--- config.mk ---
export PLATFORM = sky130hd
export DESIGN_NAME = pag_top
export DESIGN_NICKNAME = d
export VERILOG_FILES = /design/src/rtl/pag_pkg.sv /design/src/rtl/pag_desc_store.sv /design/src/rtl/pag_stream_regs.sv /design/src/rtl/pag_ctrl_fsm.sv /design/src/rtl/pag_top.sv
export SDC_FILE = /design/constraint.sdc
export NUM_CORES = 1
export LEC_CHECK = 0
export CAP_MARGIN = 30
export CORE_UTILIZATION = 31
export CTS_BUF_LIST = sky130_fd_sc_hd__clkbuf_16
export DETAILED_ROUTE_END_ITERATION = 7
export GPL_ROUTABILITY_DRIVEN = 0
export SYNTH_ARGS = -nofsm -noshare
export SYNTH_HDL_FRONTEND = slang
export SYNTH_SLANG_ARGS = --single-unit
--- constraint.sdc ---
create_clock -name clk -period 13.7 [get_ports clk]
set_input_delay 2.74 -clock clk [delete_from_list [all_inputs] [get_ports clk]]
set_output_delay 2.74 -clock clk [all_outputs]
set_load 0.005 [all_outputs]
--- src/rtl/pag_pkg.sv ---
package pag_pkg;
    parameter int ADDR_W = 16;
    parameter int LOC_W  = 8;
    parameter int CNT_W  = 8;
    parameter int IDX_W  = 4;
    localparam int DEPTH = 1 << IDX_W;

    typedef enum logic [1:0] {
        K_END  = 2'd0,
        K_LINK = 2'd1,
        K_ASK  = 2'd2,
        K_FLAT = 2'd3
    } kind_e;

    // packed MSB first: next index at top, kind at bits 1:0
    typedef struct packed {
        logic [IDX_W-1:0]  nxt;
        logic [ADDR_W-1:0] stride;
        logic [CNT_W-1:0]  cnt;
        logic [ADDR_W-1:0] ext;
        logic [LOC_W-1:0]  loc;
        logic              wr;
        kind_e             kind;
    } desc_t;

    localparam int DESC_W = $bits(desc_t);

    typedef enum logic [2:0] {
        S_IDLE,
        S_LOAD,
        S_GRANT,
        S_ISSUE,
        S_FINISH
    } state_e;
endpackage

--- src/rtl/pag_desc_store.sv ---
module pag_desc_store #(
    parameter int DEPTH = 16,
    parameter int W     = 55,
    localparam int IW   = $clog2(DEPTH)
) (
    input  logic          clk,
    input  logic          we,
    input  logic [IW-1:0] widx,
    input  logic [W-1:0]  wdata,
    input  logic [IW-1:0] ridx,
    output logic [W-1:0]  rdata
);
    logic [W-1:0] mem [DEPTH];

    always_ff @(posedge clk) begin
        if (we) begin
            mem[widx] <= wdata;
        end
    end

    assign rdata = mem[ridx];
endmodule

--- src/rtl/pag_stream_regs.sv ---
module pag_stream_regs
    import pag_pkg::*;
(
    input  logic              clk,
    input  logic              rst_n,
    input  logic [LOC_W-1:0]  d_loc,
    input  logic              d_wr,
    input  logic [CNT_W-1:0]  d_cnt,
    input  logic [ADDR_W-1:0] d_ext,
    input  logic [ADDR_W-1:0] d_stride,
    input  logic [ADDR_W-1:0] gnt_addr,
    input  logic              head_load,
    input  logic              run_load,
    input  logic              gnt_load,
    input  logic              step,
    output logic [ADDR_W-1:0] ext_q,
    output logic [LOC_W-1:0]  loc_q,
    output logic              wr_q,
    output logic [CNT_W-1:0]  headcnt_q,
    output logic [CNT_W-1:0]  remain_q
);
    logic [ADDR_W-1:0] stride_q;

    always_ff @(posedge clk or negedge rst_n) begin
        if (!rst_n) begin
            ext_q     <= '0;
            stride_q  <= '0;
            loc_q     <= '0;
            wr_q      <= 1'b0;
            headcnt_q <= '0;
            remain_q  <= '0;
        end else begin
            if (head_load) begin
                loc_q     <= d_loc;
                wr_q      <= d_wr;
                headcnt_q <= d_cnt;
            end
            if (run_load) begin
                ext_q    <= d_ext;
                stride_q <= d_stride;
                remain_q <= head_load ? d_cnt : headcnt_q;
            end
            if (gnt_load) begin
                ext_q <= gnt_addr;
            end
            if (step) begin
                ext_q    <= ext_q + stride_q;
                loc_q    <= loc_q + 1'b1;
                remain_q <= remain_q - 1'b1;
            end
        end
    end
endmodule

--- src/rtl/pag_ctrl_fsm.sv ---
module pag_ctrl_fsm
    import pag_pkg::*;
(
    input  logic             clk,
    input  logic             rst_n,
    input  logic             start,
    input  logic [IDX_W-1:0] start_idx,
    input  kind_e            d_kind,
    input  logic [CNT_W-1:0] d_cnt,
    input  logic [IDX_W-1:0] d_nxt,
    input  logic [CNT_W-1:0] headcnt,
    input  logic [CNT_W-1:0] remain,
    input  logic             mreq_ready,
    input  logic             agnt,
    output logic [IDX_W-1:0] rd_idx,
    output logic             busy,
    output logic             done,
    output logic             mreq_valid,
    output logic             areq,
    output logic             head_load,
    output logic             run_load,
    output logic             gnt_load,
    output logic             step
);
    state_e           state, nstate;
    logic [IDX_W-1:0] cur_q, ncur;
    logic [IDX_W-1:0] next_q, nnext;
    logic             first_q, nfirst;
    logic             flat_q, nflat;
    logic [CNT_W-1:0] eff_cnt;

    // state register
    always_ff @(posedge clk or negedge rst_n) begin
        if (!rst_n) begin
            state   <= S_IDLE;
            cur_q   <= '0;
            next_q  <= '0;
            first_q <= 1'b0;
            flat_q  <= 1'b0;
        end else begin
            state   <= nstate;
            cur_q   <= ncur;
            next_q  <= nnext;
            first_q <= nfirst;
            flat_q  <= nflat;
        end
    end

    assign eff_cnt = first_q ? d_cnt : headcnt;

    // transitions and datapath controls
    always_comb begin
        nstate    = state;
        ncur      = cur_q;
        nnext     = next_q;
        nfirst    = first_q;
        nflat     = flat_q;
        head_load = 1'b0;
        run_load  = 1'b0;
        gnt_load  = 1'b0;
        step      = 1'b0;
        unique case (state)
            S_IDLE: begin
                if (start) begin
                    nstate = S_LOAD;
                    ncur   = start_idx;
                    nfirst = 1'b1;
                    nflat  = 1'b0;
                end
            end
            S_LOAD: begin
                unique case (d_kind)
                    K_END: nstate = S_FINISH;
                    K_FLAT: begin
                        if (first_q) begin
                            head_load = 1'b1;
                            run_load  = 1'b1;
                            nflat     = 1'b1;
                            nstate    = (d_cnt == '0) ? S_FINISH : S_ISSUE;
                        end else begin
                            nstate = S_FINISH;
                        end
                    end
                    K_LINK: begin
                        head_load = first_q;
                        run_load  = 1'b1;
                        nfirst    = 1'b0;
                        nnext     = d_nxt;
                        if (eff_cnt == '0) begin
                            ncur   = d_nxt;
                            nstate = S_LOAD;
                        end else begin
                            nstate = S_ISSUE;
                        end
                    end
                    K_ASK: begin
                        head_load = first_q;
                        run_load  = 1'b1;
                        nfirst    = 1'b0;
                        nnext     = d_nxt;
                        nstate    = S_GRANT;
                    end
                endcase
            end
            S_GRANT: begin
                if (agnt) begin
                    gnt_load = 1'b1;
                    if (remain == '0) begin
                        ncur   = next_q;
                        nstate = S_LOAD;
                    end else begin
                        nstate = S_ISSUE;
                    end
                end
            end
            S_ISSUE: begin
                if (mreq_ready) begin
                    step = 1'b1;
                    if (remain == CNT_W'(1)) begin
                        if (flat_q) begin
                            nstate = S_FINISH;
                        end else begin
                            ncur   = next_q;
                            nstate = S_LOAD;
                        end
                    end
                end
            end
            S_FINISH: nstate = S_IDLE;
        endcase
    end

    // outputs
    always_comb begin
        rd_idx     = cur_q;
        busy       = (state != S_IDLE);
        done       = (state == S_FINISH);
        mreq_valid = (state == S_ISSUE);
        areq       = (state == S_GRANT);
    end
endmodule

--- src/rtl/pag_top.sv ---
module pag_top
    import pag_pkg::*;
(
    input  logic              clk,
    input  logic              rst_n,
    input  logic              cfg_we,
    input  logic [IDX_W-1:0]  cfg_idx,
    input  logic [DESC_W-1:0] cfg_word,
    input  logic              start,
    input  logic [IDX_W-1:0]  start_idx,
    output logic              busy,
    output logic              done,
    output logic              mreq_valid,
    input  logic              mreq_ready,
    output logic              mreq_write,
    output logic [ADDR_W-1:0] mreq_addr,
    output logic [LOC_W-1:0]  mreq_loc,
    output logic              areq,
    input  logic              agnt,
    input  logic [ADDR_W-1:0] agnt_addr
);
    logic [IDX_W-1:0]  rd_idx;
    logic [DESC_W-1:0] rd_word;
    desc_t             cur_d;
    logic              head_load, run_load, gnt_load, step;
    logic [CNT_W-1:0]  headcnt, remain;

    assign cur_d = desc_t'(rd_word);

    pag_desc_store #(.DEPTH(DEPTH), .W(DESC_W)) u_store (
        .clk   (clk),
        .we    (cfg_we && !busy),
        .widx  (cfg_idx),
        .wdata (cfg_word),
        .ridx  (rd_idx),
        .rdata (rd_word)
    );

    pag_ctrl_fsm u_fsm (
        .clk        (clk),
        .rst_n      (rst_n),
        .start      (start),
        .start_idx  (start_idx),
        .d_kind     (cur_d.kind),
        .d_cnt      (cur_d.cnt),
        .d_nxt      (cur_d.nxt),
        .headcnt    (headcnt),
        .remain     (remain),
        .mreq_ready (mreq_ready),
        .agnt       (agnt),
        .rd_idx     (rd_idx),
        .busy       (busy),
        .done       (done),
        .mreq_valid (mreq_valid),
        .areq       (areq),
        .head_load  (head_load),
        .run_load   (run_load),
        .gnt_load   (gnt_load),
        .step       (step)
    );

    pag_stream_regs u_regs (
        .clk       (clk),
        .rst_n     (rst_n),
        .d_loc     (cur_d.loc),
        .d_wr      (cur_d.wr),
        .d_cnt     (cur_d.cnt),
        .d_ext     (cur_d.ext),
        .d_stride  (cur_d.stride),
        .gnt_addr  (agnt_addr),
        .head_load (head_load),
        .run_load  (run_load),
        .gnt_load  (gnt_load),
        .step      (step),
        .ext_q     (mreq_addr),
        .loc_q     (mreq_loc),
        .wr_q      (mreq_write),
        .headcnt_q (headcnt),
        .remain_q  (remain)
    );
endmodule

## Word-level counts from Yosys, hierarchy flattened

Memory sizes are Yosys's and may differ from the RTL's.
Cells that the tools add are included.

- Add/subtract/negate cells: 3
- Eq/ne operators: 19
- Multiplexer cells: 47
- Reduce and logical (&&, ||, !) cells: 19

Operator list:

| operator | count |
|---|---|
| $mux 16 | 3 |
| $mux 8 | 6 |
| $mux 4 | 8 |
| $logic_not 8->1 | 3 |
| $mux 3 | 7 |
| $add 16x16->16 | 1 |
| $pmux 4 s4 | 1 |
| $pmux 3 s5 | 1 |
| $mux 1 | 14 |
| $ne 2x1->1 const B | 7 |
| $pmux 3 s4 | 1 |
| $reduce_and 9->1 | 1 |
| $add 8x1->8 const B | 1 |
| $eq 8x1->1 const B | 1 |
| $ne 2x2->1 const B | 4 |
| $pmux 1 s2 | 4 |
| $reduce_and 4->1 | 2 |
| $sub 8x1->8 const B | 1 |
| $eq 3x2->1 const B | 2 |
| $reduce_bool 2->1 | 3 |
| $reduce_bool 3->1 | 2 |
| $eq 2x2->1 const B | 2 |
| $mux 2 | 2 |
| $reduce_bool 4->1 | 1 |
| 10 further kinds | 10 |

- Register bits after elaboration: 70
- Bits in writable memories: 880
- Input bits: 85
- Output and inout bits: 29
- Logic and storage cells: 100
- Memories kept: 1

Memory list:

| name | depth | width | rd ports | clocked after Yosys merged registers in | wr ports | line | RTL |
|---|---|---|---|---|---|---|---|
| u_store.mem | 16 | 55 | 1 | 0 | 1 | pag_desc_store.sv:13 | `logic [W-1:0] mem [DEPTH];` |

## Depth between registers and ports, before layout

An unclocked memory read counts as a cell.

- Depth after elaboration: 8
- Gate-level depth with buffers: 16
- Mapped depth without buffers: 11

## By module

Synthesis repeated with hierarchy kept, for this count alone.

- Cells, all modules: 1821
- Area total of the unflattened synthesis: 37353.3 um2

Modules (own cells, without submodules):

| module | times used | cells each | area an instance (um2) | seq. area each (um2) |
|---|---|---|---|---|
| pag_desc_store | 1 | 1364 | 32920.3 | 26425.3 |
| pag_stream_regs | 1 | 354 | 3487.1 | 1426.4 |
| pag_ctrl_fsm | 1 | 102 | 932.1 | 325.3 |
| pag_top | 1 | 1 | 13.8 | 0.0 |

## Least setup slack after synthesis

OpenSTA, ideal clock, no wires.

- Path kind: input-to-reg
- From: input cfg_we
- To: memory u_store.mem[0][0], enable pin
- Setup time: 0.536 ns
- Arrival: 6.921 ns
- Required time: 13.164 ns
- Path slack: 6.243 ns
- Stages on the path: 3
- Path buffers: 0
- Cell sequence: nand2_1 > or3_1 > nor3_1

- Longest elaborated chain between the ends: 3

RTL lines:

| item | line | RTL |
|---|---|---|
| start, declared | pag_top.sv:6 | `input logic cfg_we,` |
| $logic_and 1x1->1 | pag_top.sv:32 | `.we (cfg_we && !busy),` |
| $mux 1 | pag_desc_store.sv:16 | `if (we) begin` |
| $mux 1 (not written as such) | pag_desc_store.sv:17 | `mem[widx] <= wdata;` |
| end, declared | pag_desc_store.sv:13 |  |

Every way passes these cells.

## Worst setup path after layout

- From: register u_fsm.cur_q[0] (netlist: u_fsm.rd_idx[0])
- To: register u_regs.ext_q[15]

- Longest elaborated chain between the ends: 6
- Elaborated cells on any way between the ends: 11
- Those cells by class: 3 x eq/ne; 5 x mux; 2 x reduce/logical; 1 x memory

RTL lines:

| item | line | RTL |
|---|---|---|
| start, declared | pag_ctrl_fsm.sv:26 | `logic [IDX_W-1:0] cur_q, ncur;` |
| start signal, assigned | pag_ctrl_fsm.sv:42 | `cur_q <= ncur;` |
| $mem_v2 16x55 (*) | - |  |
| $eq 2x2->1 / $eq 2x1->1 (equally long branches) | pag_ctrl_fsm.sv:72 | `unique case (d_kind)` |
| $reduce_or 2->1 (no line) | - |  |
| $pmux 1 s2 | pag_ctrl_fsm.sv:72 |  |
| $mux 1 | pag_ctrl_fsm.sv:62 | `unique case (state)` |
| $reduce_bool 3->1 (no line) | - |  |
| end signal, assigned | pag_stream_regs.sv:39 | `ext_q <= d_ext;` |
| end signal, assigned | pag_stream_regs.sv:44 | `ext_q <= gnt_addr;` |
| end signal, assigned | pag_stream_regs.sv:47 | `ext_q <= ext_q + stride_q;` |
| end, declared | pag_stream_regs.sv:16 | `output logic [ADDR_W-1:0] ext_q,` |

Mark *: on every way between the ends. The rest lies on a longest branch, timed or not. The select of a mux whose other input is x is not followed.
A chain may end at the register's enable or synchronous reset.

==> impl_metrics.yaml <==
finish:
  synthToLayoutAreaGrowth_pct: 17.1
  post_route_cells_drive_above_1_share: 0.250
  multiInputGateArea_um2: 8750
  finalNetCount: 1966
  postLayoutCellArea_um2: 43700
  seq_area_um2: 28200
  n_fill_cell: 10700
routing:
  drtIter0Drc: 1457
  firstDrtPassIters: 5
  ant_nets: 0
  wire_per_inst_um: 25.1
  vias: 17500
  wirelength_mm: 88.6
  viasPerCell: 4.95
  post-route-drc-count: 0
yosys:
  yosysMostFrequentCell: "edfxtp_1"
  ys_async_sr_fraction: 0.0737
  yosysWarnings: 0
  synth-seq-cells: 950
  ys_dominant_reg_cell: "edfxtp_1"
  ys_seq_area_frac: 0.755
  syn_nets: 1799
  synthesis.area_um2: 37300
  yosysTopAreaCell: "edfxtp_1"
  synth_area_per_cell_um2: 22.1
  synth_commonest_cells: "edfxtp_1 (880), mux4_2 (265), dfrtp_1 (70)"
  synthesis.instances: 1691
  synthTopCellsByArea: "edfxtp_1 (71%), mux4_2 (16%), dfrtp_1 (4.7%)"
  yosys.area.top_type_share: 0.708
  yosysUniqueCellTypes: 58
  synth_edf_count: 880
critical_path:
  reg2reg_slack_ns: 8.52
  crit_family: "buffers and inverters"
  cp_cell_sequence: "buf_4 > buf_12 > buf_4 > buf_12 > mux4_2 > mux4_2 > o221ai_1 > nand2_1 > o21ai_0 > a31oi_1"
  slowest_stage: "dfrtp_4"
  crit_required_ns: 14.21
  arrival_ns: 5.68
  setup.worst_path.class: "reg -> reg"
  cpPeakStageDelay_ns: 0.81
  cp_num_buf_inv: 4
  endpoint_kind: "flip-flop"
  worst-path-max-fanout: 111
  crit_path_start_kind: "flip-flop"
global_route:
  grt_antenna_before_repair: 8
  grt_pass1_wl_mm: 130
  grt_pass1_vias: 18600
  grt-ovfl-total: 0
  grt_max_degree: 112
  grt_usage: 0.147
sta:
  finalSetupViolCount: 0
  layout_setup_ws_ns: 8.52
  finalHoldViolCount: 0
  slew_headroom: 0.270
  maxSlewViolCount: 0
  tightest_slew_ns: 1.10
  finalSetupTns_ns: 0
  period_needed_ns: 5.18
  fin_worst_skew_ns: 0.0173
  timing.final.crit_share: 0.378
  grt_setup_unrepaired: "false"
  fmax_mhz: 193
flow_run:
  maxCapViolCount: 0
cts:
  cts_tree: "yes"
  cts_root_buffer: "clkbuf_16"
  cts_resized: 0
  clock_sinks: 950
  clk_pin_slew_ns: 0.06
  cts_setup_buffers: 0
  cts_buffer_depth: 3
  clk_latency_ns: 0.65
  cts_buffers: 91
  hold_buffers: 0
  h-tree-depth: 3
hold_path:
  hp-class: "reg -> reg"
floorplan:
  rows: 126
  die_h_um: 349
  coreArea_um2: 119000
  die-width_um: 349
  pin_count: 114
  die_area_um2: 122000
  floorplan.initialDensity: 0.314
pwr:
  max-vdd-ir-drop_mv: 0.0814
  p_per_area_nw_per_um2: 134
  p_leak_nw: 13.5
place:
  io_buffers: 113
  dpl_worst_slack_ns: 8.02
  dpl-instance-area_um2: 40700
  dp_hpwl_mm: 54.6
run_status:
  status: "finished clean"
[worst paths after layout]
check                      cells past startpoint       startpoint                   to
hold / removal                                 1  u_regs.loc_q[7]      u_regs.loc_q[7]
setup reg to reg                              10  u_fsm.rd_idx[0]     u_regs.ext_q[15]
min in group asynchronous                      1            rst_n  u_regs.headcnt_q[3]
hold reg to reg                                1  u_regs.loc_q[7]      u_regs.loc_q[7]
setup / recovery                              10  u_fsm.rd_idx[0]     u_regs.ext_q[15]
max in group asynchronous                      2            rst_n   u_regs.stride_q[6]
[cells in the final DEF (no fill, tap or decap), types with 22 or more instances in the layout]
master,netlist,final
clkdlybuf4s50_1,0,112
mux4_2,265,265
edfxtp_1,880,880
o21ai_0,27,27
dfrtp_1,70,66
inv_1,20,41
buf_4,5,30
nand2_1,49,49
ha_1,22,22
clkinv_1,0,23
mux2i_1,22,22
nor2_1,43,31
clkbuf_16,0,93
[stage by stage]
| stage | hold slack, ns | std cells | util | power, mW |
|---|---|---|---|---|
| 6_report | 0.494 | 3535 | 0.368 | 5.84 |
| 3_3_place_gp | 0.486 | 3352 | 0.340 | 3.44 |
| 5_1_grt | 0.524 | 3534 | 0.368 | 6.02 |
| 3_5_place_dp | 0.489 | 3365 | 0.343 | 3.45 |
| 2_1_floorplan | 0.457 | 1691 | - | 3.32 |
| 4_1_cts | 0.502 | 3534 | 0.368 | 5.89 |
[per-layer routing]
layer | GRT usage | vias up | share of wire
met5 | 0 | - | 0.00014
met2 | 0.250 | 461 | 0.50
met1 | 0.194 | 9452 | 0.43
met4 | 0.0393 | 2 | 0.018
li1 | - | 7488 | -
met3 | 0.0230 | 103 | 0.048
[power breakdown]
| group | switching, mW | leakage, nW | internal (mW) |
|---|---|---|---|
| registers | 0.0342 | 8.79 | 3.19 |
| logic | 0.0938 | 3.20 | 0.0719 |
| clock network | 1.05 | 1.50 | 1.40 |
[cells by family after synthesis]
group	Yosys count	share of synthesized area
flops	950	0.755
mux	317	0.178
simple gates	180	0.0237
compound gates	107	0.0192
buf+inv	102	0.0133
fa+ha+maj	23	0.00791
xor+xnor	12	0.00282
[flip-flops by register name, indices dropped and copies added, names as in the netlist]
name              flops
u_store.mem         880
u_regs.ext_q         16
u_regs.stride_q      16
u_regs.headcnt_q      8
u_regs.loc_q          8
u_regs.remain_q       8
u_fsm.next_q          4
u_fsm.rd_idx          4
u_fsm.state           3
u_fsm.first_q         1
u_fsm.flat_q          1
u_regs.wr_q           1
[area by class of cell]
cell class / count / share of cell area
sequential: 950 / 0.646
clock inverter: 76 / 0.0138
tap: 1600 / 0.0458
inverter: 20 / 0.00172
timing repair buffer: 156 / 0.0393
clock buffer: 93 / 0.0533
antenna: 1 / 0.0000573
multi-input combinational: 639 / 0.200
Power figures use the tool's default switching activity.
